===== config.mk =====
export PLATFORM = sky130hd
export DESIGN_NAME = tapSelect
export DESIGN_NICKNAME = d
export VERILOG_FILES = /design/src/rtl/tapPkg.sv /design/src/rtl/tapCtrl.sv /design/src/rtl/tapDecode.sv /design/src/rtl/tapDatapath.sv /design/src/rtl/tapSelect.sv
export SDC_FILE = /design/constraint.sdc
export NUM_CORES = 1
export LEC_CHECK = 0
export BUFFER_PORTS_ARGS = -buffer_cell sky130_fd_sc_hd__buf_2
export CAP_MARGIN = 0
export CORE_ASPECT_RATIO = 1.1
export CORE_UTILIZATION = 56
export DETAILED_ROUTE_END_ITERATION = 12
export PLACE_DENSITY = 0.83
export RECOVER_POWER = 25
export SLEW_MARGIN = 30
export SYNTH_ARGS = -nofsm -noshare
export SYNTH_HDL_FRONTEND = slang
export SYNTH_SLANG_ARGS = --single-unit
export TNS_END_PERCENT = 50

===== constraint.sdc =====
create_clock -name tck -period 4.33 [get_ports tck]
set_clock_uncertainty 0.2 [all_clocks]
set_input_delay 0.6495 -clock tck [delete_from_list [all_inputs] [get_ports tck]]
set_output_delay 0.6495 -clock tck [all_outputs]
set_load 0.03 [all_outputs]

===== src/rtl/tapPkg.sv =====
package tapPkg;

  localparam int IR_W = 4;

  localparam logic [IR_W-1:0] OP_EXTEST  = 4'h0;
  localparam logic [IR_W-1:0] OP_IDCODE  = 4'h1;
  localparam logic [IR_W-1:0] OP_RSTREG  = 4'hC;
  localparam logic [IR_W-1:0] OP_BYPASS  = 4'hF;
  localparam logic [IR_W-1:0] IR_CAPTURE = 4'b0001;

  typedef enum logic [3:0] {
    stTlr, stIdle, stSelDr, stCapDr, stShDr, stEx1Dr, stPauDr, stEx2Dr, stUpdDr,
    stSelIr, stCapIr, stShIr, stEx1Ir, stPauIr, stEx2Ir, stUpdIr
  } tapState_e;

  typedef enum logic [1:0] {
    selBoundary, selIdent, selRstReg, selBypass
  } drSel_e;

  typedef struct packed {
    logic tlr;
    logic captureIr;
    logic shiftIr;
    logic updateIr;
    logic captureDr;
    logic shiftDr;
    logic updateDr;
  } tapStrobe_t;

endpackage


===== src/rtl/tapCtrl.sv =====
module tapCtrl
  import tapPkg::*;
(
  input  logic       tck,
  input  logic       trstN,
  input  logic       tms,
  output tapStrobe_t strobe
);

  tapState_e state, stateNext;

  always_ff @(posedge tck or negedge trstN) begin
    if (!trstN) state <= stTlr;
    else        state <= stateNext;
  end

  always_comb begin
    stateNext = state;
    unique case (state)
      stTlr:   stateNext = tms ? stTlr   : stIdle;
      stIdle:  stateNext = tms ? stSelDr : stIdle;
      stSelDr: stateNext = tms ? stSelIr : stCapDr;
      stCapDr: stateNext = tms ? stEx1Dr : stShDr;
      stShDr:  stateNext = tms ? stEx1Dr : stShDr;
      stEx1Dr: stateNext = tms ? stUpdDr : stPauDr;
      stPauDr: stateNext = tms ? stEx2Dr : stPauDr;
      stEx2Dr: stateNext = tms ? stUpdDr : stShDr;
      stUpdDr: stateNext = tms ? stSelDr : stIdle;
      stSelIr: stateNext = tms ? stTlr   : stCapIr;
      stCapIr: stateNext = tms ? stEx1Ir : stShIr;
      stShIr:  stateNext = tms ? stEx1Ir : stShIr;
      stEx1Ir: stateNext = tms ? stUpdIr : stPauIr;
      stPauIr: stateNext = tms ? stEx2Ir : stPauIr;
      stEx2Ir: stateNext = tms ? stUpdIr : stShIr;
      stUpdIr: stateNext = tms ? stSelDr : stIdle;
      default: stateNext = stTlr;
    endcase
  end

  always_comb begin
    strobe.tlr       = (state == stTlr);
    strobe.captureIr = (state == stCapIr);
    strobe.shiftIr   = (state == stShIr);
    strobe.updateIr  = (state == stUpdIr);
    strobe.captureDr = (state == stCapDr);
    strobe.shiftDr   = (state == stShDr);
    strobe.updateDr  = (state == stUpdDr);
  end

endmodule


===== src/rtl/tapDecode.sv =====
module tapDecode
  import tapPkg::*;
(
  input  logic [IR_W-1:0] instr,
  output drSel_e          sel,
  output logic            bsrSelect
);

  always_comb begin
    unique case (instr)
      OP_EXTEST: sel = selBoundary;
      OP_IDCODE: sel = selIdent;
      OP_RSTREG: sel = selRstReg;
      default:   sel = selBypass;
    endcase
  end

  assign bsrSelect = (sel == selBoundary);

endmodule


===== src/rtl/tapDatapath.sv =====
module tapDatapath
  import tapPkg::*;
#(
  parameter int          ID_W     = 32,
  parameter logic [ID_W-1:0] ID_VALUE = 32'h0000_0001
) (
  input  logic            tck,
  input  logic            trstN,
  input  logic            tdi,
  input  tapStrobe_t      strobe,
  input  drSel_e          sel,
  input  logic            bsrTdo,
  output logic [IR_W-1:0] instr,
  output logic            tdo,
  output logic            tdoEn,
  output logic            resetHold
);

  logic [IR_W-1:0] irShift;
  logic [ID_W-1:0] idShift;
  logic            bypassBit;
  logic            tdoNext;
  logic            shifting;

  // Instruction shift stage: rising edge
  always_ff @(posedge tck or negedge trstN) begin
    if (!trstN)                irShift <= IR_CAPTURE;
    else if (strobe.captureIr) irShift <= IR_CAPTURE;
    else if (strobe.shiftIr)   irShift <= {tdi, irShift[IR_W-1:1]};
  end

  // Active instruction: falling edge so it is settled for the next state
  always_ff @(negedge tck or negedge trstN) begin
    if (!trstN)               instr <= OP_IDCODE;
    else if (strobe.tlr)      instr <= OP_IDCODE;
    else if (strobe.updateIr) instr <= irShift;
  end

  // Identification register
  always_ff @(posedge tck or negedge trstN) begin
    if (!trstN) idShift <= '0;
    else if (sel == selIdent) begin
      if (strobe.captureDr)    idShift <= ID_VALUE;
      else if (strobe.shiftDr) idShift <= {tdi, idShift[ID_W-1:1]};
    end
  end

  // Bypass register
  always_ff @(posedge tck or negedge trstN) begin
    if (!trstN) bypassBit <= 1'b0;
    else if (sel == selBypass) begin
      if (strobe.captureDr)    bypassBit <= 1'b0;
      else if (strobe.shiftDr) bypassBit <= tdi;
    end
  end

  // Reset register: a bare flop fed from TDI on the data-register clock
  always_ff @(posedge tck or negedge trstN) begin
    if (!trstN)                                   resetHold <= 1'b0;
    else if (strobe.tlr)                          resetHold <= 1'b0;
    else if (strobe.shiftDr && sel == selRstReg)  resetHold <= tdi;
  end

  always_comb begin
    if (strobe.shiftIr) tdoNext = irShift[0];
    else begin
      unique case (sel)
        selBoundary: tdoNext = bsrTdo;
        selIdent:    tdoNext = idShift[0];
        selRstReg:   tdoNext = resetHold;
        default:     tdoNext = bypassBit;
      endcase
    end
  end

  assign shifting = strobe.shiftIr | strobe.shiftDr;

  always_ff @(negedge tck or negedge trstN) begin
    if (!trstN) begin
      tdo   <= 1'b0;
      tdoEn <= 1'b0;
    end else begin
      tdo   <= shifting ? tdoNext : 1'b0;
      tdoEn <= shifting;
    end
  end

endmodule


===== src/rtl/tapSelect.sv =====
module tapSelect
  import tapPkg::*;
#(
  parameter logic [3:0]  ID_VERSION = 4'h3,
  parameter logic [15:0] ID_PART    = 16'hA7C1,
  parameter logic [10:0] ID_MFR     = 11'h01F
) (
  input  logic tck,
  input  logic trstN,
  input  logic tms,
  input  logic tdi,
  output logic tdo,
  output logic tdoEn,
  input  logic bsrTdo,
  output logic bsrSelect,
  output logic captureDr,
  output logic shiftDr,
  output logic updateDr,
  input  logic sysResetIn,
  output logic resetHold,
  output logic coreReset
);

  localparam int ID_W = 4 + 16 + 11 + 1;
  localparam logic [ID_W-1:0] ID_VALUE = {ID_VERSION, ID_PART, ID_MFR, 1'b1};

  tapStrobe_t      strobe;
  drSel_e          sel;
  logic [IR_W-1:0] instr;

  tapCtrl uCtrl (
    .tck    (tck),
    .trstN  (trstN),
    .tms    (tms),
    .strobe (strobe)
  );

  tapDecode uDecode (
    .instr     (instr),
    .sel       (sel),
    .bsrSelect (bsrSelect)
  );

  tapDatapath #(
    .ID_W     (ID_W),
    .ID_VALUE (ID_VALUE)
  ) uPath (
    .tck       (tck),
    .trstN     (trstN),
    .tdi       (tdi),
    .strobe    (strobe),
    .sel       (sel),
    .bsrTdo    (bsrTdo),
    .instr     (instr),
    .tdo       (tdo),
    .tdoEn     (tdoEn),
    .resetHold (resetHold)
  );

  assign captureDr = strobe.captureDr;
  assign shiftDr   = strobe.shiftDr;
  assign updateDr  = strobe.updateDr;
  assign coreReset = sysResetIn | resetHold;

endmodule


# After elaboration in Yosys (flattened, before gate mapping)
# Index checks and enable logic that the tools add are counted.
[totals]
register_bits = 48
output_inout_bits = 8
[op_classes]
n_eq_ne = 20
muxes = 27
bitwise_logic = 2
reduce_logical = 13
[ops]
columns = ["operator", "n"]
rows = [
  ["$mux 32", 2],
  ["$pmux 4 s12", 1],
  ["$eq 4x4->1 const B", 9],
  ["$mux 4", 8],
  ["$eq 4x3->1 const B", 4],
  ["$mux 1", 9],
  ["$eq 4x1->1 const B", 2],
  ["$eq 4x2->1 const B", 2],
  ["$logic_not 4->1", 2],
  ["$reduce_bool 2->1", 4],
  ["$mux 2", 3],
  ["$mux 3", 2],
  ["$pmux 2 s3", 1],
  ["$eq 2x2->1 const B", 2],
  ["$reduce_and 2->1", 2],
  ["$reduce_or 2->1", 2],
  ["$pmux 1 s3", 1],
  ["$reduce_or 3->1", 1],
  ["$eq 2x1->1 const B", 1],
  ["$logic_not 2->1", 1],
  ["$or 1x1->1", 2],
  ["$logic_and 1x1->1", 1],
]

# Longest topological paths before layout
# Gate-level depths: netlist of run 1.
[depth]
word_depth = 6
ltp_mapped = 9
ltp_nobuf = 6

# By module
# A second synthesis of run 1 with hierarchy kept.
[hier_totals]
hier_cells = 214
area_unflattened_um2 = 2356.0
[modules_own_cells]
columns = ["module", "n_inst", "cells_per_inst", "area_per_inst_um2", "seq_area_each_um2"]
rows = [
  ["tapDatapath", 1, 163, 1980.6, 1103.6],
  ["tapCtrl", 1, 46, 340.3, 100.1],
  ["tapDecode", 1, 4, 28.8, 0.0],
  ["tapSelect", 1, 1, 6.3, 0.0],
]

==> results of run 1 <==
==> path summary, 6_finish.rpt <==
| path | to | cells after the start | slack (ns) | from |
|---|---|---|---|---|
| min in group tck | uPath.idShift[2]$_DFFE_PN0P_ | 2 | 0.29 | uPath.idShift[2]$_DFFE_PN0P_ |
| worst min register to register | uPath.idShift[2]$_DFFE_PN0P_ | 2 | 0.29 | uPath.idShift[2]$_DFFE_PN0P_ |
| worst min-delay path | uPath.idShift[22]$_DFFE_PN0P_ | 1 | 0.21 | trstN |
| worst max register to register | uPath.idShift[6]$_DFFE_PN0P_ | 5 | 0.17 | uPath.instr[0]$_DFFE_NN1P_ |
| max in group asynchronous | uPath.instr[1]$_DFFE_NN0P_ | 1 | 1.12 | trstN |
| worst max-delay path | bsrSelect | 2 | 0.07 | uPath.instr[0]$_DFFE_NN1P_ |
==> flip-flops by register name (all words and copies together) (netlist names) <==
signal and cells:
uCtrl.state 4, uPath.bypassBit 1, uPath.idShift 32, uPath.instr 4, uPath.irShift 4, uPath.resetHold 1, uPath.tdo 1, uPath.tdoEn 1
==> cells by family (layout without fill, tap and decap cells) <==
group | count (synthesis) | count (layout) | share of synthesized area
compound gates | 70 | 70 | 0.216
mux | 2 | 2 | 0.00908
xor+xnor | 1 | 1 | 0.00374
buf+inv | 28 | 39 | 0.0742
simple gates | 100 | 100 | 0.184
flops | 48 | 48 | 0.514
==> cells in the final DEF (no fill, tap or decap), drive strengths merged, types with 3 or more instances in the layout <==
| master | count |
|---|---|
| nor3 | 3 |
| buf | 18 |
| dfrtn | 5 |
| clkbuf | 9 |
| a21oi | 10 |
| nand2 | 60 |
| inv | 10 |
| nor2 | 23 |
| nand3 | 3 |
| o22ai | 3 |
| dfrtp | 41 |
| o21ai | 47 |
==> per-layer routing <==
layer  wire length [um]  GRT usage  vias to the layer above
li1                   -          -                      861
met1               1970      0.257                      837
met2               2090      0.352                       30
met3                140     0.0510                        6
met4                 60     0.0732                        0
met5                  0          0                        -
==> repair_timing <==
action,CTS,global route
endpoints found under the setup margin,0,1
endpoints found under the hold margin,0,0
resized for setup,0,3
==> power groups by stage <==
| stage | Combinational (mW) | Clock (mW) | Sequential, mW |
|---|---|---|---|
| 6_report | 0.876 | 0.338 | 0.799 |
| 5_1_grt | 0.982 | 0.357 | 0.824 |
| 4_1_cts | 0.878 | 0.345 | 0.790 |
| 3_3_place_gp | 0.839 | 0.00289 | 0.792 |
| 3_5_place_dp | 0.877 | 0.00289 | 0.797 |
| 2_1_floorplan | 0.797 | 0.00289 | 0.745 |
==> through the flow <==
stage          std cells  power [mW]  cell area, um^2   util  setup WS [ns]
2_1_floorplan        249        1.55             2350      -          0.269
3_3_place_gp         304        1.63             2410  0.604          0.317
3_5_place_dp         304        1.68             2410  0.604          0.242
4_1_cts              312        2.01             2530  0.633         0.0352
5_1_grt              312        2.16             2530  0.633         0.0166
6_report             312        2.01             2530  0.633         0.0727
==> cells in the mapped netlist, types with 2 or more instances <==
library cell,instances
o22ai_1,3
buf_6,7
dfrtp_1,41
dfrtn_1,5
clkbuf_1,5
and3_1,2
o21ai_1,5
nor3_1,2
o21ai_2,28
nor2_1,23
o21ai_0,13
nand2_1,60
or3_1,2
nand3_1,3
a21oi_1,10
inv_1,9
dfstp_2,2
buf_2,4
==> area by class of cell <==
cell class / instances / area [um^2] / area share
Timing Repair Buffer: 21 / 119 / 0.0470
Tap cell: 52 / 65.1 / 0.0257
Clock buffer: 6 / 82.6 / 0.0326
Multi-Input combinational cell: 173 / 981 / 0.388
Sequential cell: 48 / 1200 / 0.476
Clock inverter: 3 / 37.5 / 0.0148
Inverter: 9 / 41.3 / 0.0163
==> flow_summary.ini, run 1 <==
[run_status]
status = complete, no violations

[clocking]
htree_levels = 2
numCtsBuffers = 5
cts_sinks = 48
tritoncts = built
clk_path_buf_depth = 2
post-cts-setup-buffers = 0
path_clk_slew_ns = 0.09
root_buffer = clkbuf_8
clk_latency_ns = 0.36
hold_buffers = 0

[critical_path]
slowest_delay_ns = 0.40
path_buf_inv = 1
worst-setup-path-type = register to output port
cpMaxStageDelayCell = dfstp_2
cp-end-kind = output port
cp.required_ns = 3.48
startpoint_type = register
worstPathCellList = nor4_4 -> buf_4
cp.arrival_ns = 3.41
critPathTopFamily = flip-flops
worst-path-max-fanout = 6

[grt]
antenna_found_initial = 0
grt_pass1_wl_um = 7130
gr-total-overflow = 0
grt_max_degree = 23
first_global_vias = 1663
track_usage = 0.208

[yosys]
async_flop_share = 1.00
synth_area_per_cell_um2 = 9.41
netlist_instances = 249
synth_area_leaders = dfrtp_1, o21ai_2, nand2_1
yosys_warnings = 0
yosysUniqueCellTypes = 43
synth_flop_cell = dfrtp_1
synth_seq_cells = 48
seq_area_frac_synth = 0.514
yosys.area.top_type = dfrtp_1
synth_nets = 255
syn-cell-area_um2 = 2340
synth-edff-count = 0
yosysTopAreaCellShare = 0.438

[sta]
slew_violations = 0
slew-limit-headroom = 0.212
setup-tns-final_ns = 0
hold_viol_final = 0
hold_ws_ns = 0.211
rsz0062_at_grt = no
worstMarginPinSlew_ns = 1.18
setup-violations-final = 0

[cells_and_area]
fin_nets = 265
area_growth_pct = 7.96
final_layout_size_suffix_gt1_frac = 0.242
diodes = 0
fillCellCount = 334

[drt]
wl_um = 4260
drtPass1Iterations = 4
routedWlPerCell_um = 13.7
drtIter0Drc = 108
drcViolationCount = 0
via_per_inst = 5.56
via_count = 1734
ant_nets = 0

[power]
switching_power_uw = 868
clkPwrFrac = 0.168
p_int_mw = 1.15
leakage_nw = 1.15
ir_worst_vdd_v = 0.000452
combPwrFrac = 0.435
pwr-share-seq = 0.397
power.density_nw_per_um2 = 796
p_sw_frac = 0.431

[die]
die_w_um = 63.7
placementRows = 24
die_h_um = 69.8
io_pins = 14
core-area_um2 = 3990
start_util = 0.587
design.die.area_um2 = 4450

[worst_hold_path]
hold_class = input port to asynchronous set/reset pin

[placed_design]
gp_congestion = 0.829
dp_hpwl_um = 2980
port_buffers = 13

[run]
drv_cap = 0
Note: power is estimated with default switching activity, not from simulation.
==> run 2: changes to the inputs <==
--- a/config.mk
+++ b/config.mk
@@ -8,7 +8,9 @@
 export BUFFER_PORTS_ARGS = -buffer_cell sky130_fd_sc_hd__buf_2
 export CAP_MARGIN = 0
 export CORE_ASPECT_RATIO = 1.1
+export CORE_MARGIN = 3
 export CORE_UTILIZATION = 56
+export CTS_BUF_LIST = sky130_fd_sc_hd__clkbuf_2 sky130_fd_sc_hd__clkbuf_4 sky130_fd_sc_hd__clkbuf_8
 export DETAILED_ROUTE_END_ITERATION = 12
 export PLACE_DENSITY = 0.83
 export RECOVER_POWER = 25
==> run 2 against run 1 <==
Global-route usage shrank 0.39 points. Design area decreased by 1.5%. Cell count fell by 0.64%. Flip-flop and latch count stayed put. Register-to-register slack better by 0.04 ns. Via count is 0.58% lower. Non-clock buffer count is 1 lower. Die area rose by 12%. Wire length rose by 0.92%.
==> flow_summary.ini, run 2 (synthesized netlist as in run 1, its figures left out) <==
[run_status]
status = complete, no violations

[clocking]
post-cts-setup-buffers = 0
htree_levels = 2
clk_path_buf_depth = 2
clk_latency_ns = 0.35
cts_sinks = 48
hold_buffers = 0
root_buffer = clkbuf_8
tritoncts = built
cts_resized = 0
numCtsBuffers = 5
path_clk_slew_ns = 0.09

[power]
leakage_nw = 1.14
power.density_nw_per_um2 = 776
ir_worst_vdd_v = 0.000433

[drt]
via_per_inst = 5.56
ant_nets = 0
routedWlPerCell_um = 13.9
drtIter0Drc = 119
drcViolationCount = 0
drtPass1Iterations = 4
via_count = 1724
wl_um = 4300

[die]
core-area_um2 = 3990
placementRows = 24
die_h_um = 73.8
start_util = 0.587
io_pins = 14
die_w_um = 67.7
design.die.area_um2 = 5000

[critical_path]
cp.required_ns = 3.48
worst-path-max-fanout = 6
crit_start = uPath.instr[0]$_DFFE_NN1P_
cp-endpoint = bsrSelect
cp.arrival_ns = 3.41
worst-setup-path-type = register to output port
reg2regPathDepth = 5
startpoint_type = register
r2r_start = uPath.instr[0]$_DFFE_NN1P_
r2r_end = uPath.idShift[16]$_DFFE_PN0P_
cp-end-kind = output port
reg2reg_setup_slack_ns = 0.21

[sta]
setup-tns-final_ns = 0
hold_viol_final = 0
hold_ws_ns = 0.204
slew_violations = 0
worstMarginPinSlew_ns = 1.03
setup-violations-final = 0
setup_slack_ns = 0.0710
rsz0062_at_grt = no
slew-limit-headroom = 0.312

[placed_design]
port_buffers = 13
gp_congestion = 0.832
dp_worst_setup_slack_ns = 0.238
dp_hpwl_um = 3070

[cells_and_area]
final_cell_mix = nand2_1, dfrtp_1, o21ai_2
mostFrequentLayoutCell = nand2_1
top_register = uPath.idShift
largest_reg_flops = 32
fillCellCount = 343
area_growth_pct = 6.30
fin_nets = 264
diodes = 0
final_layout_size_suffix_gt1_frac = 0.240

[grt]
gr-total-overflow = 0
antenna_found_initial = 0
first_global_vias = 1709
grt_max_degree = 31
track_usage = 0.204
grt_pass1_wl_um = 7620

[run]
drv_cap = 0

[worst_hold_path]
hold_class = input port to asynchronous set/reset pin
run 2: cell type report:
type | count | area [um^2] | area share
flip-flops and latches | 48 | 1200 | 0.483
multi-input cells | 173 | 972 | 0.390
repair buffers | 20 | 124 | 0.0497
clock buffers | 6 | 76.3 | 0.0306
well taps | 52 | 65.1 | 0.0261
inverters | 9 | 41.3 | 0.0166
clock inverters | 2 | 8.76 | 0.00352
run 2: worst max-delay path, stage by stage (launching register included):
cell and delay [ns]:
dfstp_2 0.39, nor4_2 0.29, buf_4 0.21
run 2: how the worst min path moves through the flow:
stage	from	to	cells past startpoint
floorplan	trstN	uCtrl.state[0]$_DFF_PN0_	0
global placement	uPath.idShift[23]$_DFFE_PN0P_	uPath.idShift[23]$_DFFE_PN0P_	2
detailed placement	uPath.idShift[31]$_DFFE_PN0P_	uPath.idShift[31]$_DFFE_PN0P_	2
CTS	trstN	uPath.irShift[1]$_DFFE_PN0N_	1
global route	trstN	uPath.irShift[1]$_DFFE_PN0N_	1
finish	trstN	uPath.irShift[1]$_DFFE_PN0N_	1
run 2: metrics by stage:
step	total power, mW	std cells	utilization	instance area (um^2)
finish	1.93	310	0.624	2490
global route	2.11	310	0.624	2490
CTS	1.95	310	0.625	2500
detailed placement	1.69	303	0.605	2420
global placement	1.64	303	0.605	2420
floorplan	1.55	249	-	2350
run 2: power by group:
| part | internal, mW | switching, mW | total, mW |
|---|---|---|---|
| clock network | 0.117 | 0.141 | 0.259 |
| logic | 0.327 | 0.556 | 0.883 |
| registers | 0.634 | 0.157 | 0.791 |
run 2: per-layer routing:
layer / vias up / routed length (um) / track usage / part of all wire
met5: - / 0 / 0 / 0
met2: 29 / 2210 / 0.344 / 0.51
met4: 0 / 57 / 0.0721 / 0.013
met1: 827 / 1920 / 0.256 / 0.45
met3: 6 / 117 / 0.0459 / 0.027
li1: 862 / - / - / -
